$ cat config.mk
export PLATFORM = sky130hd
export DESIGN_NAME = dlyclk_recover
export DESIGN_NICKNAME = d
export VERILOG_FILES = /design/src/rtl/dlyclk_pkg.sv /design/src/rtl/dlyclk_regs.sv /design/src/rtl/dlyclk_seq.sv /design/src/rtl/dlyclk_gen.sv /design/src/rtl/dlyclk_recover.sv
export SDC_FILE = /design/constraint.sdc
export NUM_CORES = 1
export LEC_CHECK = 0
export BUFFER_PORTS_ARGS = -buffer_cell sky130_fd_sc_hd__buf_2
export CORE_MARGIN = 2
export CORE_UTILIZATION = 55
export DETAILED_ROUTE_END_ITERATION = 6
export HOLD_SLACK_MARGIN = 0.06
export PLACE_DENSITY = 0.75
export SLEW_MARGIN = 20
export SYNTH_ARGS = -nofsm -noshare
export SYNTH_HDL_FRONTEND = slang
export SYNTH_SLANG_ARGS = --single-unit
$ cat constraint.sdc
create_clock -name clk -period 7.7 [get_ports clk]
set_input_delay 1.54 -clock clk [delete_from_list [all_inputs] [get_ports clk]]
set_output_delay 1.54 -clock clk [all_outputs]
set_load 0.05 [all_outputs]
$ cat src/rtl/dlyclk_pkg.sv
package dlyclk_pkg;

    localparam int REG_W = 16;

    typedef enum logic [1:0] {
        MODE_FULL = 2'b00,
        MODE_DIV2 = 2'b01,
        MODE_DIV4 = 2'b10,
        MODE_OFF  = 2'b11
    } clk_mode_e;

    typedef enum logic [1:0] {
        SQ_IDLE,
        SQ_HOLD,
        SQ_BURST,
        SQ_RESUME
    } seq_state_e;

    typedef struct packed {
        logic [REG_W-6:0] rsvd;
        logic             busy;
        logic             go_burst;
        logic             go_hold;
        clk_mode_e        mode;
    } ctrl_word_t;

    // number of system cycles in one output half period
    function automatic logic [2:0] half_len(clk_mode_e m);
        case (m)
            MODE_DIV2: half_len = 3'd2;
            MODE_DIV4: half_len = 3'd4;
            default:   half_len = 3'd1;
        endcase
    endfunction

endpackage

$ cat src/rtl/dlyclk_regs.sv
module dlyclk_regs
    import dlyclk_pkg::*;
#(
    parameter int ADDR_W       = 1,
    parameter int MS_W         = 16,
    parameter int BURST_MS_RST = 100
) (
    input  logic              clk,
    input  logic              rst,
    input  logic              wr_en,
    input  logic [ADDR_W-1:0] addr,
    input  logic [REG_W-1:0]  wdata,
    input  logic              busy,
    output clk_mode_e         mode,
    output logic [MS_W-1:0]   burst_ms,
    output logic              go_hold,
    output logic              go_burst,
    output logic [REG_W-1:0]  rdata
);

    localparam logic [ADDR_W-1:0] A_CTRL  = ADDR_W'(0);
    localparam logic [ADDR_W-1:0] A_BURST = ADDR_W'(1);

    clk_mode_e       mode_q;
    logic [MS_W-1:0] burst_q;
    logic            wr_ctrl;
    ctrl_word_t      rd_word;

    always_comb begin
        wr_ctrl  = wr_en && (addr == A_CTRL) && !busy;
        go_hold  = wr_ctrl && wdata[2];
        go_burst = wr_ctrl && wdata[3] && !wdata[2];
    end

    always_ff @(posedge clk) begin
        if (rst) begin
            mode_q  <= MODE_FULL;
            burst_q <= MS_W'(BURST_MS_RST);
        end else begin
            if (wr_ctrl) begin
                mode_q <= (wdata[2] || wdata[3]) ? MODE_FULL : clk_mode_e'(wdata[1:0]);
            end
            if (wr_en && addr == A_BURST) begin
                burst_q <= wdata[MS_W-1:0];
            end
        end
    end

    always_comb begin
        rd_word          = '0;
        rd_word.mode     = mode_q;
        rd_word.busy     = busy;
        if (addr == A_CTRL) rdata = rd_word;
        else if (addr == A_BURST) rdata = REG_W'(burst_q);
        else rdata = '0;
    end

    assign mode     = mode_q;
    assign burst_ms = burst_q;

    // no write to the control address changes the mode while busy
    a_r9_mode_frozen: assert property (@(posedge clk) disable iff (rst)
        busy |=> (mode_q == $past(mode_q)));

endmodule

$ cat src/rtl/dlyclk_seq.sv
module dlyclk_seq
    import dlyclk_pkg::*;
#(
    parameter int CYC_PER_MS = 80000,
    parameter int HOLD_MS    = 100,
    parameter int MS_W       = 16
) (
    input  logic            clk,
    input  logic            rst,
    input  logic            go_hold,
    input  logic            go_burst,
    input  logic [MS_W-1:0] burst_ms,
    input  logic            full_rise,
    input  logic            out_lvl,
    output logic            busy,
    output logic            done,
    output logic            ovr_en,
    output clk_mode_e       ovr_mode
);

    localparam int TICK_W = (CYC_PER_MS > 1) ? $clog2(CYC_PER_MS) : 1;
    localparam logic [TICK_W-1:0] TICK_LAST = TICK_W'(CYC_PER_MS - 1);

    seq_state_e        st_q;
    logic [TICK_W-1:0] tick_q;
    logic [MS_W-1:0]   ms_q;
    logic [MS_W-1:0]   dur_q;
    logic              done_q;
    logic              ms_last;

    assign ms_last = ({1'b0, ms_q} + 1'b1) >= {1'b0, dur_q};

    always_ff @(posedge clk) begin
        if (rst) begin
            st_q   <= SQ_IDLE;
            tick_q <= '0;
            ms_q   <= '0;
            dur_q  <= '0;
            done_q <= 1'b0;
        end else begin
            done_q <= 1'b0;
            case (st_q)
                SQ_IDLE: begin
                    tick_q <= '0;
                    ms_q   <= '0;
                    if (go_hold) begin
                        st_q  <= SQ_HOLD;
                        dur_q <= MS_W'(HOLD_MS);
                    end else if (go_burst) begin
                        st_q  <= SQ_BURST;
                        dur_q <= burst_ms;
                    end
                end
                SQ_HOLD, SQ_BURST: begin
                    if (tick_q == TICK_LAST) begin
                        tick_q <= '0;
                        if (ms_last) st_q <= SQ_RESUME;
                        else         ms_q <= ms_q + 1'b1;
                    end else begin
                        tick_q <= tick_q + 1'b1;
                    end
                end
                default: begin
                    if (full_rise) begin
                        st_q   <= SQ_IDLE;
                        done_q <= 1'b1;
                    end
                end
            endcase
        end
    end

    always_comb begin
        ovr_en = (st_q != SQ_IDLE);
        case (st_q)
            SQ_HOLD:  ovr_mode = MODE_OFF;
            SQ_BURST: ovr_mode = MODE_DIV4;
            default:  ovr_mode = MODE_FULL;
        endcase
    end

    assign busy = (st_q != SQ_IDLE);
    assign done = done_q;

    // once low during the hold sequence, the output stays low
    a_r6_hold_stays_low: assert property (@(posedge clk) disable iff (rst)
        (st_q == SQ_HOLD && !out_lvl) |=> !out_lvl);

    // a running hold sequence cannot be turned into a burst
    a_r9_hold_no_retrigger: assert property (@(posedge clk) disable iff (rst)
        (st_q == SQ_HOLD) |=> (st_q == SQ_HOLD || st_q == SQ_RESUME));

    // a running burst cannot be restarted or turned into a hold
    a_r9_burst_no_retrigger: assert property (@(posedge clk) disable iff (rst)
        (st_q == SQ_BURST) |=> (st_q == SQ_BURST || st_q == SQ_RESUME));

    // done is a single pulse right after busy falls
    a_r8_done_pulse: assert property (@(posedge clk) disable iff (rst)
        done_q |-> (!busy && $past(st_q == SQ_RESUME)));

endmodule

$ cat src/rtl/dlyclk_gen.sv
module dlyclk_gen
    import dlyclk_pkg::*;
(
    input  logic      clk,
    input  logic      rst,
    input  clk_mode_e req_mode,
    output logic      clk_o,
    output logic      full_rise
);

    clk_mode_e  cur_q;
    logic [2:0] cnt_q;
    logic       out_q;
    logic       phase_end;
    logic       low_decide;

    always_comb begin
        phase_end  = (cnt_q == half_len(cur_q) - 3'd1);
        low_decide = !out_q && (phase_end || cur_q == MODE_OFF);
        full_rise  = low_decide && (req_mode == MODE_FULL);
    end

    always_ff @(posedge clk) begin
        if (rst) begin
            cur_q <= MODE_FULL;
            cnt_q <= '0;
            out_q <= 1'b0;
        end else if (out_q) begin
            if (phase_end) begin
                out_q <= 1'b0;
                cnt_q <= '0;
            end else begin
                cnt_q <= cnt_q + 3'd1;
            end
        end else if (low_decide) begin
            cur_q <= req_mode;
            cnt_q <= '0;
            out_q <= (req_mode != MODE_OFF);
        end else begin
            cnt_q <= cnt_q + 3'd1;
        end
    end

    assign clk_o = out_q;

    // the active mode only changes while the output is low
    a_r5_switch_when_low: assert property (@(posedge clk) disable iff (rst)
        (cur_q != $past(cur_q)) |-> !$past(out_q));

    // every high phase runs its full length
    a_r5_full_high: assert property (@(posedge clk) disable iff (rst)
        $fell(out_q) |-> ($past(cnt_q) == half_len($past(cur_q)) - 3'd1));

    // in the off mode the output is low
    a_r4_off_low: assert property (@(posedge clk) disable iff (rst)
        (cur_q == MODE_OFF) |-> !out_q);

endmodule

$ cat src/rtl/dlyclk_recover.sv
module dlyclk_recover
    import dlyclk_pkg::*;
#(
    parameter int CYC_PER_MS   = 80000,
    parameter int HOLD_MS      = 100,
    parameter int BURST_MS_RST = 100,
    parameter int MS_W         = 16,
    parameter int ADDR_W       = 1
) (
    input  logic              clk,
    input  logic              rst,
    input  logic              wr_en,
    input  logic [ADDR_W-1:0] addr,
    input  logic [15:0]       wdata,
    output logic [15:0]       rdata,
    output logic              cond_clk,
    output logic              busy,
    output logic              done
);

    clk_mode_e       reg_mode;
    clk_mode_e       ovr_mode;
    clk_mode_e       req_mode;
    logic            ovr_en;
    logic [MS_W-1:0] burst_ms;
    logic            go_hold;
    logic            go_burst;
    logic            full_rise;

    dlyclk_regs #(
        .ADDR_W       (ADDR_W),
        .MS_W         (MS_W),
        .BURST_MS_RST (BURST_MS_RST)
    ) u_regs (
        .clk      (clk),
        .rst      (rst),
        .wr_en    (wr_en),
        .addr     (addr),
        .wdata    (wdata),
        .busy     (busy),
        .mode     (reg_mode),
        .burst_ms (burst_ms),
        .go_hold  (go_hold),
        .go_burst (go_burst),
        .rdata    (rdata)
    );

    dlyclk_seq #(
        .CYC_PER_MS (CYC_PER_MS),
        .HOLD_MS    (HOLD_MS),
        .MS_W       (MS_W)
    ) u_seq (
        .clk       (clk),
        .rst       (rst),
        .go_hold   (go_hold),
        .go_burst  (go_burst),
        .burst_ms  (burst_ms),
        .full_rise (full_rise),
        .out_lvl   (cond_clk),
        .busy      (busy),
        .done      (done),
        .ovr_en    (ovr_en),
        .ovr_mode  (ovr_mode)
    );

    assign req_mode = ovr_en ? ovr_mode : reg_mode;

    dlyclk_gen u_gen (
        .clk       (clk),
        .rst       (rst),
        .req_mode  (req_mode),
        .clk_o     (cond_clk),
        .full_rise (full_rise)
    );

endmodule

==> summary by stage, run 1 <==
Run status
The flow ran to the end, and the final reports show no timing, DRC or antenna violations.

Synth
For this run, the number of Yosys warnings is 0. By area the synthesized netlist is led by dfxtp_1 (37%), ha_1 (7.9%), nand2_1 (5.7%). The synthesized design contains 0 enable-type register cells.

The synthesized design spends more area on one cell type than any other, namely dfxtp_1. For this run, the leading register cell type out of synthesis is dfxtp_1. After synthesis the netlist holds a flip-flop and latch count of 76.

The combined area of all synthesized cells is approximately 4100 µm². The synthesized netlist contains 51 unique library cells. The post-synthesis sequential area ratio is 0.368. The number of nets produced by synthesis is 559. The top-area cell type share of the netlist area is 0.368. In the synthesized netlist, the number of instances is 513. The share of synthesized registers carrying an async set or reset is 0.

Dividing the synthesized area by the synthesized cell count gives 8.06 µm².

Run
The tool flagged a number of max-cap violations equal to 0.

Final layout
The most frequent standard cell in the layout excluding fill and tap cells is dfxtp_1. Leaving out filler cells and counting taps, the final layout contains 638. The layout overhead on the synthesized area is 9.77%. 0 antenna diodes ended up in the layout. Once layout is complete, the utilization of the core stands at 0.626. The layout cell share with drive strength beyond 1 is 0.124.

Leaving out fill and tap cells, the most frequent cells in the layout are dfxtp_1 (76), nand2_1 (63), nor2_1 (47), a21oi_1 (47), buf_2 (38). The layout net count is 580.

CTS
For this design, the CTS-stage hold fixing added 0 buffers. The post-cts repair resize count is 0. In this run, CTS created clock tree buffers numbering 9. After clock tree synthesis, the clock-pin slew on the worst setup and hold paths is 0.08 ns. No sink is reached through more buffers than the 2 on the longest clock path.

The clock latency on the worst-skew pair is 0.36 ns. The cell sitting at the root of the clock tree is a clkbuf_8. The number of clock sinks is 76. TritonCTS built the clock tree. Post-CTS timing repair inserted 0 buffers for setup. The H-tree was split into 3 levels.

Timing
The normalized max-slew margin is 0.178. In the finished design, the share of the clock period the worst path needs comes to 0.540. Across the routed clock network, the largest skew measured is 0.0105 ns.

The slew at the pin closest to its max-slew limit is about 1.2 ns. The number of hold violations in the final report was 0. The smallest clock period supported by the final layout is computed as 4.16 ns. Static timing analysis puts the maximum clock frequency at 240 MHz. Final hold analysis gives a worst-case slack of 0.468 ns. The number of setup violations in the final report is 0. After routing, the total negative slack on setup checks comes to 0 ns.

Setup repair after global routing left no endpoint under its margin. The number of pins with negative max-slew slack in the final report is 0.

GRT
Across every metal layer, demand over resource in global routing totals 0.226. For this run, global-route usage on met3 was measured as 0.0359. The leftover overflow at the end of global routing is 0. For met2 alone, demand over resource in global routing was 0.371. For this run, global-route usage on met1 was measured as 0.293. The number of antenna violations at the first check in global routing was 0. The global routing stage identified its most utilized layer as met2.

The largest net degree at the start of global routing is 56. The wire length of the first global-routing pass is 15100 µm. The number of global-route vias before repair is 3320.

Worst setup path
In this run the critical register-to-register path is launched from u_seq.ms_q[0]. STA classifies the critical path endpoint as a register. The worst setup path category is register to register. The kind of start point of the critical path is a register.

Data arrives at the worst endpoint at 4.45 ns. At the worst endpoint, the required time is about 8 ns. Across all register-to-register paths, the minimum setup slack is about 3.5 ns. In this run the worst path has a maximum fanout of 14. For the worst flop-to-flop path, the logic depth is 12. The endpoint identified for the worst register-to-register timing path is u_seq.ms_q[0].

Detailed routing
The count of nets left with antenna violations once routing finished came out at 0. After detailed routing, the number of remaining DRC violations is 0. Wires add up to 9030 µm. The ratio of routed vias to standard cells is about 5.7. Dividing the detail-routed wire length by the instance count gives 14.2 µm. For this block, the initial DRC count from the detailed router was 177.

The number of detailed-route iterations in the first pass is 4. The number of vias after detailed routing is 3615.

Floorplanning
The die extent in y is slightly above 90 µm. The number of standard-cell rows in the floorplan is 31. The floorplan step defined a core boundary enclosing roughly 7300 µm². The initial utilization of the core area, before any placement, comes to 0.570.

The horizontal die dimension is about 91 µm. The number of top-level pins is 39. The die area is 8230 µm².

Place
The count of buffers from port buffering is 38. Summed over all nets, the half-perimeter wirelength after detailed placement is 6460 µm. The final weighted congestion in routability-driven placement is 0.961. In this run, placement finished with an instance count of slightly above 600.

Min path
The endpoint of the worst hold-timing path is u_regs.burst_ms[4]. The tightest min-delay check is of the register to register type. Along the worst hold path, the cell count comes to 2. The startpoint identified for the worst hold timing path is u_regs.burst_ms[4].

Power
Across the VDD grid, the largest voltage drop is 0.000124 V. In this run the static leakage power is 0.00175 µW. The areal power density over the cells is around 260 nW/µm².
kinds of logic after synthesis:
family,count (synthesis),share of synthesized area
mux,7,0.0175
compound gates,94,0.140
flops,76,0.368
fa+ha+maj,26,0.0787
simple gates,224,0.278
buf+inv,56,0.0545
xor+xnor,30,0.0635
layer usage:
| layer | wire, µm | up-vias |
|---|---|---|
| li1 | - | 1828 |
| met1 | 4280 | 1712 |
| met2 | 4270 | 61 |
| met3 | 306 | 14 |
| met4 | 174 | 0 |
| met5 | 0 | - |
how the worst max path moves through the flow:
stage / from / cells after the start / end / slack, ns
floorplan: addr / 3 / rdata[4] / 3.48
global placement: addr / 3 / rdata[1] / 3.83
detailed placement: u_seq.ms_q[0] / 12 / u_seq.ms_q[0] / 3.70
CTS: u_seq.ms_q[0] / 12 / u_seq.ms_q[0] / 3.60
global route: u_seq.ms_q[0] / 12 / u_seq.ms_q[0] / 3.30
finish: u_seq.ms_q[0] / 12 / u_seq.ms_q[0] / 3.54
Yosys cell counts, drive strengths merged (7+ instances only):
library cell / n
a21oi: 47
and2: 19
and3: 7
clkbuf: 24
dfxtp: 76
ha: 26
inv: 26
nand2: 64
nand3: 17
nand4: 16
nor2: 47
nor3: 13
nor3b: 13
o21ai: 14
xnor2: 18
xor2: 12
stage by stage:
stage | instance area (µm²) | power [µW] | setup WS [ns]
after floorplan | 4140 | 784 | 3.48
after global placement | 4340 | 858 | 3.83
after detailed placement | 4340 | 868 | 3.70
after CTS | 4540 | 1170 | 3.60
after global routing | 4540 | 1240 | 3.30
final | 4540 | 1170 | 3.54
worst max-delay path, cell delays in order (launching register included):
cell	delay, ns
dfxtp_1	0.40
ha_1	0.27
nand3_1	0.21
nor4_1	0.53
nand3_1	0.16
xnor2_1	0.22
ha_1	0.28
a21oi_1	0.13
nor2b_1	0.06
a311oi_1	0.32
o2111ai_1	0.65
or4_1	0.71
a21oi_1	0.15
report_power, final:
part	total, µW	internal [µW]	leakage [µW]	switching (µW)
registers	440	419	0.000616	21.1
clock network	308	150	0.0000918	157
logic	424	116	0.00104	307
registers in the layout, indices dropped and copies added (netlist names):
register         flops
u_regs.mode          2
u_seq.tick_q        17
u_gen.clk_o          1
u_seq.ms_q          16
u_gen.cnt_q          3
u_regs.burst_ms     16
u_gen.cur_q          2
u_seq.dur_q         16
u_seq.st_q           2
u_seq.done           1
area by class of cell:
type	count	area (µm²)
tap	99	124
clock inverter	7	75.1
clock buffer	9	124
sequential	76	1520
timing repair buffer	40	205
fill	649	2710
inverter	26	97.6
multi-input combinational	381	2390
Power figures use the tool's default switching activity.
==> inputs of run 2 (changes only) <==
==> constraint.sdc (replaced) <==
create_clock -name clk -period 4 [get_ports clk]
set_input_delay 0.8 -clock clk [delete_from_list [all_inputs] [get_ports clk]]
set_output_delay 0.8 -clock clk [all_outputs]
set_load 0.05 [all_outputs]
==> summary by stage, run 2 (synthesized netlist as in run 1, its figures left out) <==
Power
The areal power density over the cells is 505 nW/µm² (was 258 nW/µm²). The portion of total power attributed to sequential cells is 0.364 (was 0.376). The switching power as a share of total power was 0.393 (was 0.414). The portion of total power attributed to combinational logic is 0.359 (was 0.362). The internal power consumption is 1410 µW (was 686 µW). The part of the power in the clock network is 0.277 (was 0.263). The worst supply voltage drop on vdd is 0.000257 V (was 0.000124 V).

The leakage component of the power is 0.00181 µW (was 0.00175 µW). The net switching power figure is 917 µW (was 486 µW).

Run
The max-cap violation count is 0 (unchanged).

Detailed routing
The DRC violation count after routing is 0 (unchanged). The number of vias after detailed routing is 3694 (was 3615). The violation count after the first detailed-routing iteration is 271 (was 177).

The total routed wirelength is 9470 µm (was 9030 µm). The number of detailed-route iterations in the first pass was 4 (unchanged). The ratio of routed vias to standard cells is 5.77 (was 5.67). The average wire length per cell after detail routing is 14.8 µm (was 14.2 µm). The count of nets left with antenna violations after detail routing was 0 (unchanged).

Min path
The number of stages on the worst hold path was 1 (was 2). The endpoint of the worst hold-timing path is u_gen.cnt_q[0] (was u_regs.burst_ms[4]). The worst min-delay path startpoint is u_gen.cnt_q[0] (was u_regs.burst_ms[4]). The path class of the lowest-slack min-delay path was register to register (unchanged).

Final layout
The layout cell share with drive strength beyond 1 is 0.133 (was 0.124). The top register by number of flip-flops is u_seq.tick_q (unchanged). The count of antenna diodes in the layout is 0 (unchanged).

The number of fill cells in the layout was 634 (was 649). The most frequent standard cell in the layout excluding fill and tap cells is dfxtp_1 (unchanged). The post-route standard cell area excluding fillers is 4610 µm² (was 4540 µm²). The layout overhead on the synthesized area is 11.6% (was 9.77%). Leading cell types in the layout, fill and taps excluded: dfxtp_1 (76), nand2_1 (63), nor2_1 (47), a21oi_1 (47), buf_2 (38) (unchanged).

The flip-flop count of the largest register, all copies and words added came to 17 (unchanged). The layout net count came to 583 (was 580). The post-route non-filler standard cell count is 640 (was 638).

Timing
The minimum clock period is 3.74 ns (was 4.16 ns). The final period utilization came to 0.936 (was 0.540). The hold slack is 0.464 ns (was 0.468 ns). Unrepaired setup endpoints after global routing: no (unchanged). The normalized max-slew margin was 0.374 (was 0.178). The slew at the pin closest to its max-slew limit is 0.939 ns (was 1.23 ns). The number of pins with negative max-slew slack in the final report is 0 (unchanged). The final-layout setup total negative slack was 0 ns (unchanged). The worst clock skew came to 0.00618 ns (was 0.0105 ns). The final setup slack of the worst path is 0.258 ns (was 3.54 ns). The maximum frequency from static timing analysis was 267 MHz (was 240 MHz).

The number of setup violations in the final report came to 0 (unchanged). The number of hold violations in the final report is 0 (unchanged).

Place
The worst setup timing slack at the placement stage came to 0.192 ns (was 3.70 ns). The post-detailed-placement half-perimeter wirelength came to 6850 µm (was 6460 µm). The total placed instance area is 4360 µm² (was 4340 µm²). The count of buffers from port buffering is 38 (unchanged).

The total instance count after detailed placement is 625 (was 622). The final weighted congestion in routability-driven placement is 0.927 (was 0.961).

Worst setup path
The kind of start point of the critical path is a register (unchanged). The cell type of the slowest stage on the worst timing path is or3_1 (was or4_1). The worst setup path category is register to register (unchanged). CP cell instances: ha_1, nand3_1, or3_1, xnor2_1, ha_1, and3_1, a22o_1, o21ai_0, o2111a_2, nand4_1, o31ai_1 (was ha_1, nand3_1, nor4_1, nand3_1, xnor2_1, ha_1, a21oi_1, nor2b_1, a311oi_1, o2111ai_1, or4_1, a21oi_1). The arrival time of the worst setup path is 3.99 ns (was 4.45 ns).

The count of cells along the worst register-to-register path is 11 (was 12). The largest fanout on the critical path is 11 (was 14). The minimum setup slack among reg-to-reg paths is 0.26 ns (was 3.54 ns).

The most used cell along the critical path is ha_1. The maximum single-stage delay on the critical path was 0.50 ns (was 0.71 ns). The endpoint of the worst register-to-register path is u_seq.ms_q[6] (was u_seq.ms_q[0]). The capturing element type of the critical path is a register (unchanged). The worst path required time is 4.25 ns (was 7.99 ns).

The startpoint of the lowest-slack register-to-register path is u_seq.ms_q[0] (unchanged).

CTS
The number of buffers inserted by post-CTS setup repair was 0 (unchanged). The maximum level of the CTS H-tree is 3 (unchanged). The CTS tree is yes (unchanged). The maximum number of buffers from clock root to sink came to 2 (unchanged). The number of clock sinks was 76 (unchanged). The number of buffers inserted during clock tree synthesis came to 9 (unchanged).

The register clock-pin slew on the reported worst setup and hold paths came to 0.08 ns (about the same). The buffer type at the clock tree root was clkbuf_8 (unchanged). The clock latency on the worst-skew pair is 0.34 ns (was 0.36 ns).

Floorplanning
The initial core utilization was 0.570 (unchanged). The number of standard-cell rows in the floorplan was 31 (unchanged). The horizontal die dimension was 90.7 µm (unchanged).

The die extent in y is 90.7 µm (unchanged). The die area came to 8230 µm² (unchanged). The number of top-level pins is 39 (unchanged).

The placeable core region is 7250 µm² (unchanged).

GRT
The combined global-route utilization of all metal layers is 0.234 (was 0.226). The number of antenna violations at the first check in global routing is 0 (unchanged). The largest net degree at the start of global routing is 43 (was 56).

The number of global-route vias before repair is 3501 (was 3320). The leftover overflow at the end of global routing came to 0 (unchanged). The wire length of the first global-routing pass was 16000 µm (was 15100 µm).

Run status
Outcome: complete, no violations (unchanged).
run 2: repair_timing:
item	CTS	global route
setup endpoints to repair	0	11
resized for setup	0	5
hold buffers	0	0
run 2: worst max path at each step:
stage,startpoint,to,slack (ns),cells after the start
3_5_place_dp,u_seq.ms_q[0],u_seq.ms_q[6],0.19,12
4_1_cts,u_seq.ms_q[0],u_seq.ms_q[6],0.16,12
5_1_grt,u_seq.ms_q[0],u_seq.ms_q[6],0.01,12
3_3_place_gp,u_seq.ms_q[0],u_seq.ms_q[7],0.42,13
6_report,u_seq.ms_q[0],u_seq.ms_q[6],0.26,11
2_1_floorplan,u_seq.ms_q[0],u_seq.ms_q[11],0.80,13
run 2: area by class of cell:
class / instances / area, µm² / area share
multi-input combinational: 381 / 2430 / 0.526
sequential: 76 / 1520 / 0.330
timing repair buffer: 43 / 228 / 0.0493
clock buffer: 11 / 141 / 0.0306
tap: 99 / 124 / 0.0268
inverter: 26 / 97.6 / 0.0211
clock inverter: 4 / 73.8 / 0.0160
run 2: critical path: cells and delay by family (launching register included):
| kind | cells | cell delay (ns) |
|---|---|---|
| simple gates | 4 | 1.27 |
| compound gates | 4 | 1.21 |
| fa+ha+maj | 2 | 0.53 |
| flops | 1 | 0.40 |
| xor+xnor | 1 | 0.21 |
run 2: power groups by stage:
stage / clock [µW] / combinational, µW / sequential (µW)
global route: 681 / 911 / 855
detailed placement: 0 / 818 / 866
floorplan: 0 / 632 / 877
finish: 646 / 837 / 849
global placement: 0 / 802 / 863
CTS: 656 / 821 / 849
run 2: per-layer routing:
| layer | share of wire | global-route usage | wire length (µm) | vias up |
|---|---|---|---|---|
| met4 | 0.018 | 0.0910 | 166 | 0 |
| met1 | 0.46 | 0.298 | 4380 | 1788 |
| met5 | 0 | 0 | 0 | - |
| met2 | 0.49 | 0.399 | 4650 | 67 |
| li1 | - | - | - | 1823 |
| met3 | 0.029 | 0.0326 | 275 | 16 |
run 2: metrics by stage:
step | power, µW | util
2_1_floorplan | 1510 | -
3_3_place_gp | 1670 | 0.602
3_5_place_dp | 1680 | 0.602
4_1_cts | 2330 | 0.631
5_1_grt | 2450 | 0.636
6_report | 2330 | 0.636
==> inputs of run 3 (changes only) <==
--- a/config.mk
+++ b/config.mk
@@ -7,11 +7,13 @@
 export LEC_CHECK = 0
 export BUFFER_PORTS_ARGS = -buffer_cell sky130_fd_sc_hd__buf_2
 export CORE_MARGIN = 2
-export CORE_UTILIZATION = 55
+export CORE_UTILIZATION = 54
 export DETAILED_ROUTE_END_ITERATION = 6
 export HOLD_SLACK_MARGIN = 0.06
-export PLACE_DENSITY = 0.75
+export PLACE_DENSITY = 0.76
+export SETUP_SLACK_MARGIN = 0.1
 export SLEW_MARGIN = 20
 export SYNTH_ARGS = -nofsm -noshare
 export SYNTH_HDL_FRONTEND = slang
+export SYNTH_HIERARCHICAL = 1
 export SYNTH_SLANG_ARGS = --single-unit
==> constraint.sdc (replaced) <==
create_clock -name clk -period 3.15 [get_ports clk]
set_input_delay 0.63 -clock clk [delete_from_list [all_inputs] [get_ports clk]]
set_output_delay 0.63 -clock clk [all_outputs]
set_load 0.05 [all_outputs]
==> summary by stage, run 3 <==
Detailed routing
The number of detailed-route iterations in the first pass is 5 (was 4). The total routed wirelength is 9500 µm (was 9470 µm). The average wire length per cell after detail routing is 14.3 µm (was 14.8 µm).

The ratio of routed vias to standard cells is 5.67 (was 5.77). The number of vias after detailed routing came to 3762 (was 3694). The DRC violation count after routing was 0 (unchanged). The count of nets left with antenna violations after detail routing came to 0 (unchanged). The violation count after the first detailed-routing iteration came to 183 (was 271).

Final layout
The post-route standard cell area excluding fillers is 5070 µm² (was 4610 µm²). The number of fill cells in the layout is 618 (was 634). Leading cell types in the layout, fill and taps excluded: dfxtp_1 (67), nor2_1 (50), buf_2 (38) (was dfxtp_1 (76), nand2_1 (63), nor2_1 (47), a21oi_1 (47), buf_2 (38)).

The top register by number of flip-flops is u_seq/tick_q (was u_seq.tick_q). The sequential cell area is 1540 µm² (was 1520 µm²). The layout net count is 603 (was 583).

The layout cell share with drive strength beyond 1 is 0.221 (was 0.133). The area used by multi-input combinational logic was 2710 µm² (was 2430 µm²). The count of antenna diodes in the layout is 0 (unchanged). The flip-flop count of the largest register, all copies and words added is 17 (unchanged).

The most frequent standard cell in the layout excluding fill and tap cells was dfxtp_1 (unchanged). The layout overhead on the synthesized area is 18.4% (was 11.6%).

GRT
The largest net degree at the start of global routing is 47 (was 43). The combined global-route utilization of all metal layers is 0.223 (was 0.234). The wire length of the first global-routing pass was 15800 µm (was 16000 µm).

The number of antenna violations at the first check in global routing was 0 (unchanged). The leftover overflow at the end of global routing came to 0 (unchanged). The number of global-route vias before repair is 3581 (was 3501).

Worst setup path
The arrival time of the worst setup path is 3.30 ns (was 3.99 ns). The maximum single-stage delay on the critical path is 0.57 ns (was 0.50 ns). The capturing element type of the critical path is a register (unchanged). The worst setup path startpoint is u_seq/ms_q[3] (was u_seq.ms_q[0]). The largest fanout on the critical path is 5 (was 11). The startpoint of the lowest-slack register-to-register path is u_seq/ms_q[3] (was u_seq.ms_q[0]). The worst setup path category was register to register (unchanged). The worst path required time is 3.40 ns (was 4.25 ns).

The number of buffers and inverters on the critical path is 1 (was 0). The kind of start point of the critical path is a register (unchanged). CP cell instances: nand2_2, or4_4, or3_4, nand2_4, ha_4, nand4_1, nor4_4, o31ai_2, nand4_1, buf_4, and3_4, mux2_4 (was ha_1, nand3_1, or3_1, xnor2_1, ha_1, and3_1, a22o_1, o21ai_0, o2111a_2, nand4_1, o31ai_1). The most used cell along the critical path is nand4_1 (was ha_1). The minimum setup slack among reg-to-reg paths is 0.11 ns (was 0.26 ns).

The kind of cell adding the most delay to the critical path is simple AND/OR/NAND/NOR gates (unchanged). The cell type of the slowest stage on the worst timing path is or4_4 (was or3_1).

Synth
The post-synthesis sequential area ratio came to 0.355 (was 0.368). List of most frequent post-synthesis cells: dfxtp_1 (76), nor2_1 (51), nand2_1 (40) (was dfxtp_1 (76), nand2_1 (63), a21oi_1 (47), nor2_1 (47)). The number of cells produced by synthesis came to 506 (was 513). The library cell occupying the most area in the post-synthesis netlist is dfxtp_1 (unchanged). The prevailing post-synth register cell is dfxtp_1 (unchanged). The count of flip-flops with a built-in enable after synthesis is 0 (unchanged). The top-area cell type share of the netlist area is 0.355 (was 0.368). The share of synthesized registers carrying an async set or reset is 0 (unchanged). The number of library cell types mapped by synthesis is 60 (was 51). The number of nets produced by synthesis is 553 (was 559). Cell types with the largest area share after synthesis: dfxtp_1 (36%), ha_1 (7.9%), nor2_1 (4.5%) (was dfxtp_1 (37%), ha_1 (7.9%), nand2_1 (5.7%)).

The combined area of all synthesized cells is 4280 µm² (was 4140 µm²). The most frequently used cell type in the post-synthesis netlist is dfxtp_1 (unchanged). The post-synthesis area per instance is 8.47 µm² (was 8.06 µm²). The total of flip-flops plus latches after synthesis is 76 (unchanged). The total number of yosys warnings came to 6 (was 0).

Min path
The worst min-delay path startpoint was u_seq/tick_q[16] (was u_gen.cnt_q[0]). The path class of the lowest-slack min-delay path is register to register (unchanged).

Power
The portion of total power attributed to sequential cells was 0.397 (was 0.364). The overall power after layout is 2650 µW (was 2330 µW). The areal power density over the cells is 523 nW/µm² (was 505 nW/µm²).

The portion of total power attributed to combinational logic is 0.281 (was 0.359). The worst supply voltage drop on vdd is 0.000520 V (was 0.000257 V). The net switching power figure came to 928 µW (was 917 µW). The part of the power in the clock network is 0.322 (was 0.277). The leakage component of the power was 0.00213 µW (was 0.00181 µW). The switching power as a share of total power is 0.350 (was 0.393). The internal power consumption was 1720 µW (was 1410 µW).

CTS
The number of clock sinks was 76 (unchanged). The clock latency on the worst-skew pair came to 0.35 ns (was 0.34 ns). The CTS tree is yes (unchanged). The maximum number of buffers from clock root to sink is 2 (unchanged). The number of buffers inserted during clock tree synthesis is 9 (unchanged). The maximum level of the CTS H-tree is 3 (unchanged). The buffer type at the clock tree root is clkbuf_8 (unchanged). The register clock-pin slew on the reported worst setup and hold paths is 0.09 ns (was 0.08 ns).

Timing
The number of setup violations in the final report is 0 (unchanged). The hold slack was 0.502 ns (was 0.464 ns). The number of hold violations in the final report is 0 (unchanged). The minimum clock period is 3.04 ns (was 3.74 ns). Unrepaired setup endpoints after global routing: yes (was no). The worst clock skew is 0.0158 ns (was 0.00618 ns). The maximum frequency from static timing analysis was 328 MHz (was 267 MHz).

The final-layout setup total negative slack was 0 ns (unchanged). The normalized max-slew margin is 0.647 (was 0.374). The number of pins with negative max-slew slack in the final report is 0 (unchanged). The slew at the pin closest to its max-slew limit is 0.525 ns (was 0.939 ns). The final period utilization is 0.966 (was 0.936).

Floorplanning
The number of top-level pins is 39 (unchanged). The number of standard-cell rows in the floorplan is 32 (was 31). The die area is 8660 µm² (was 8230 µm²). The die extent in y is 93.1 µm (was 90.7 µm). The horizontal die dimension came to 93.1 µm (was 90.7 µm). The placeable core region came to 7690 µm² (was 7250 µm²). The initial core utilization is 0.557 (was 0.570).

Place
The post-detailed-placement half-perimeter wirelength was 6600 µm (was 6850 µm). The final weighted congestion in routability-driven placement was 0.849 (was 0.927). The count of buffers from port buffering is 38 (unchanged). The total placed instance area came to 4640 µm² (was 4360 µm²).

Run status
Outcome: complete, no violations (unchanged).

Run
The max-cap violation count is 0 (unchanged).
==> run 3: layer usage <==
metal  routed length (µm)  share of wire  global-route usage  up-vias
li1                     -              -                   -     1887
met3                  424          0.045              0.0403       10
met2                 4510           0.47               0.365      106
met1                 4470           0.47               0.293     1759
met4                  101          0.011              0.0882        0
met5                    0              0                   0        -
==> run 3: area by class of cell <==
| cell class | instances | area share |
|---|---|---|
| multi-input cells | 380 | 0.534 |
| flip-flops and latches | 76 | 0.304 |
| repair buffers | 61 | 0.0715 |
| well taps | 102 | 0.0252 |
| clock buffers | 9 | 0.0244 |
| clock inverters | 7 | 0.0207 |
| inverters | 28 | 0.0207 |
==> run 3: repair_timing <==
| item | in CTS | in global routing |
|---|---|---|
| pin swaps | 2 | 13 |
| cloned | 0 | 0 |
| buffers inserted | 2 | 3 |
| endpoints found under the setup margin | 17 | 18 |
| hold buffers | 0 | 0 |
| resized for setup | 9 | 30 |
==> run 3: path summary, 6_finish.rpt <==
| check | end | cells after the start |
|---|---|---|
| min | u_seq/tick_q[16] | 2 |
| max | u_seq/st_q[0] | 12 |
| max reg2reg | u_seq/st_q[0] | 12 |
| min reg2reg | u_seq/tick_q[16] | 2 |
==> run 3: kinds of logic after synthesis <==
family / Yosys count / share of synthesized area
AOI/OAI and AO/OA: 108 / 0.178
adders and majority gates: 27 / 0.0789
buffers and inverters: 50 / 0.0494
xor gates and xnor gates: 19 / 0.0423
DFF: 76 / 0.355
muxes: 15 / 0.0371
and+or+nand+nor: 211 / 0.260
==> run 3: power by group through the flow <==
| stage | registers [µW] | logic, µW | clock network, µW |
|---|---|---|---|
| after floorplan | 1090 | 517 | 0 |
| after detailed placement | 1080 | 678 | 0 |
| after global routing | 1060 | 807 | 911 |
| final | 1050 | 744 | 855 |
| after CTS | 1050 | 725 | 869 |
| after global placement | 1070 | 657 | 0 |
==> run 3: through the flow <==
| stage | setup WS [ns] | utilization | cells |
|---|---|---|---|
| detailed placement | -0.0935 | 0.604 | 642 |
| global route | -0.0184 | 0.660 | 663 |
| finish | 0.106 | 0.660 | 663 |
| global placement | 0.00915 | 0.604 | 642 |
| CTS | 0.108 | 0.639 | 660 |
| floorplan | 0.143 | - | 506 |
==> run 3: tightest hold or removal path, delay by kind of cell (launching register included) <==
kind               cells  cell delay [ns]
AOI/OAI and AO/OA      2             0.13
DFF                    1             0.33
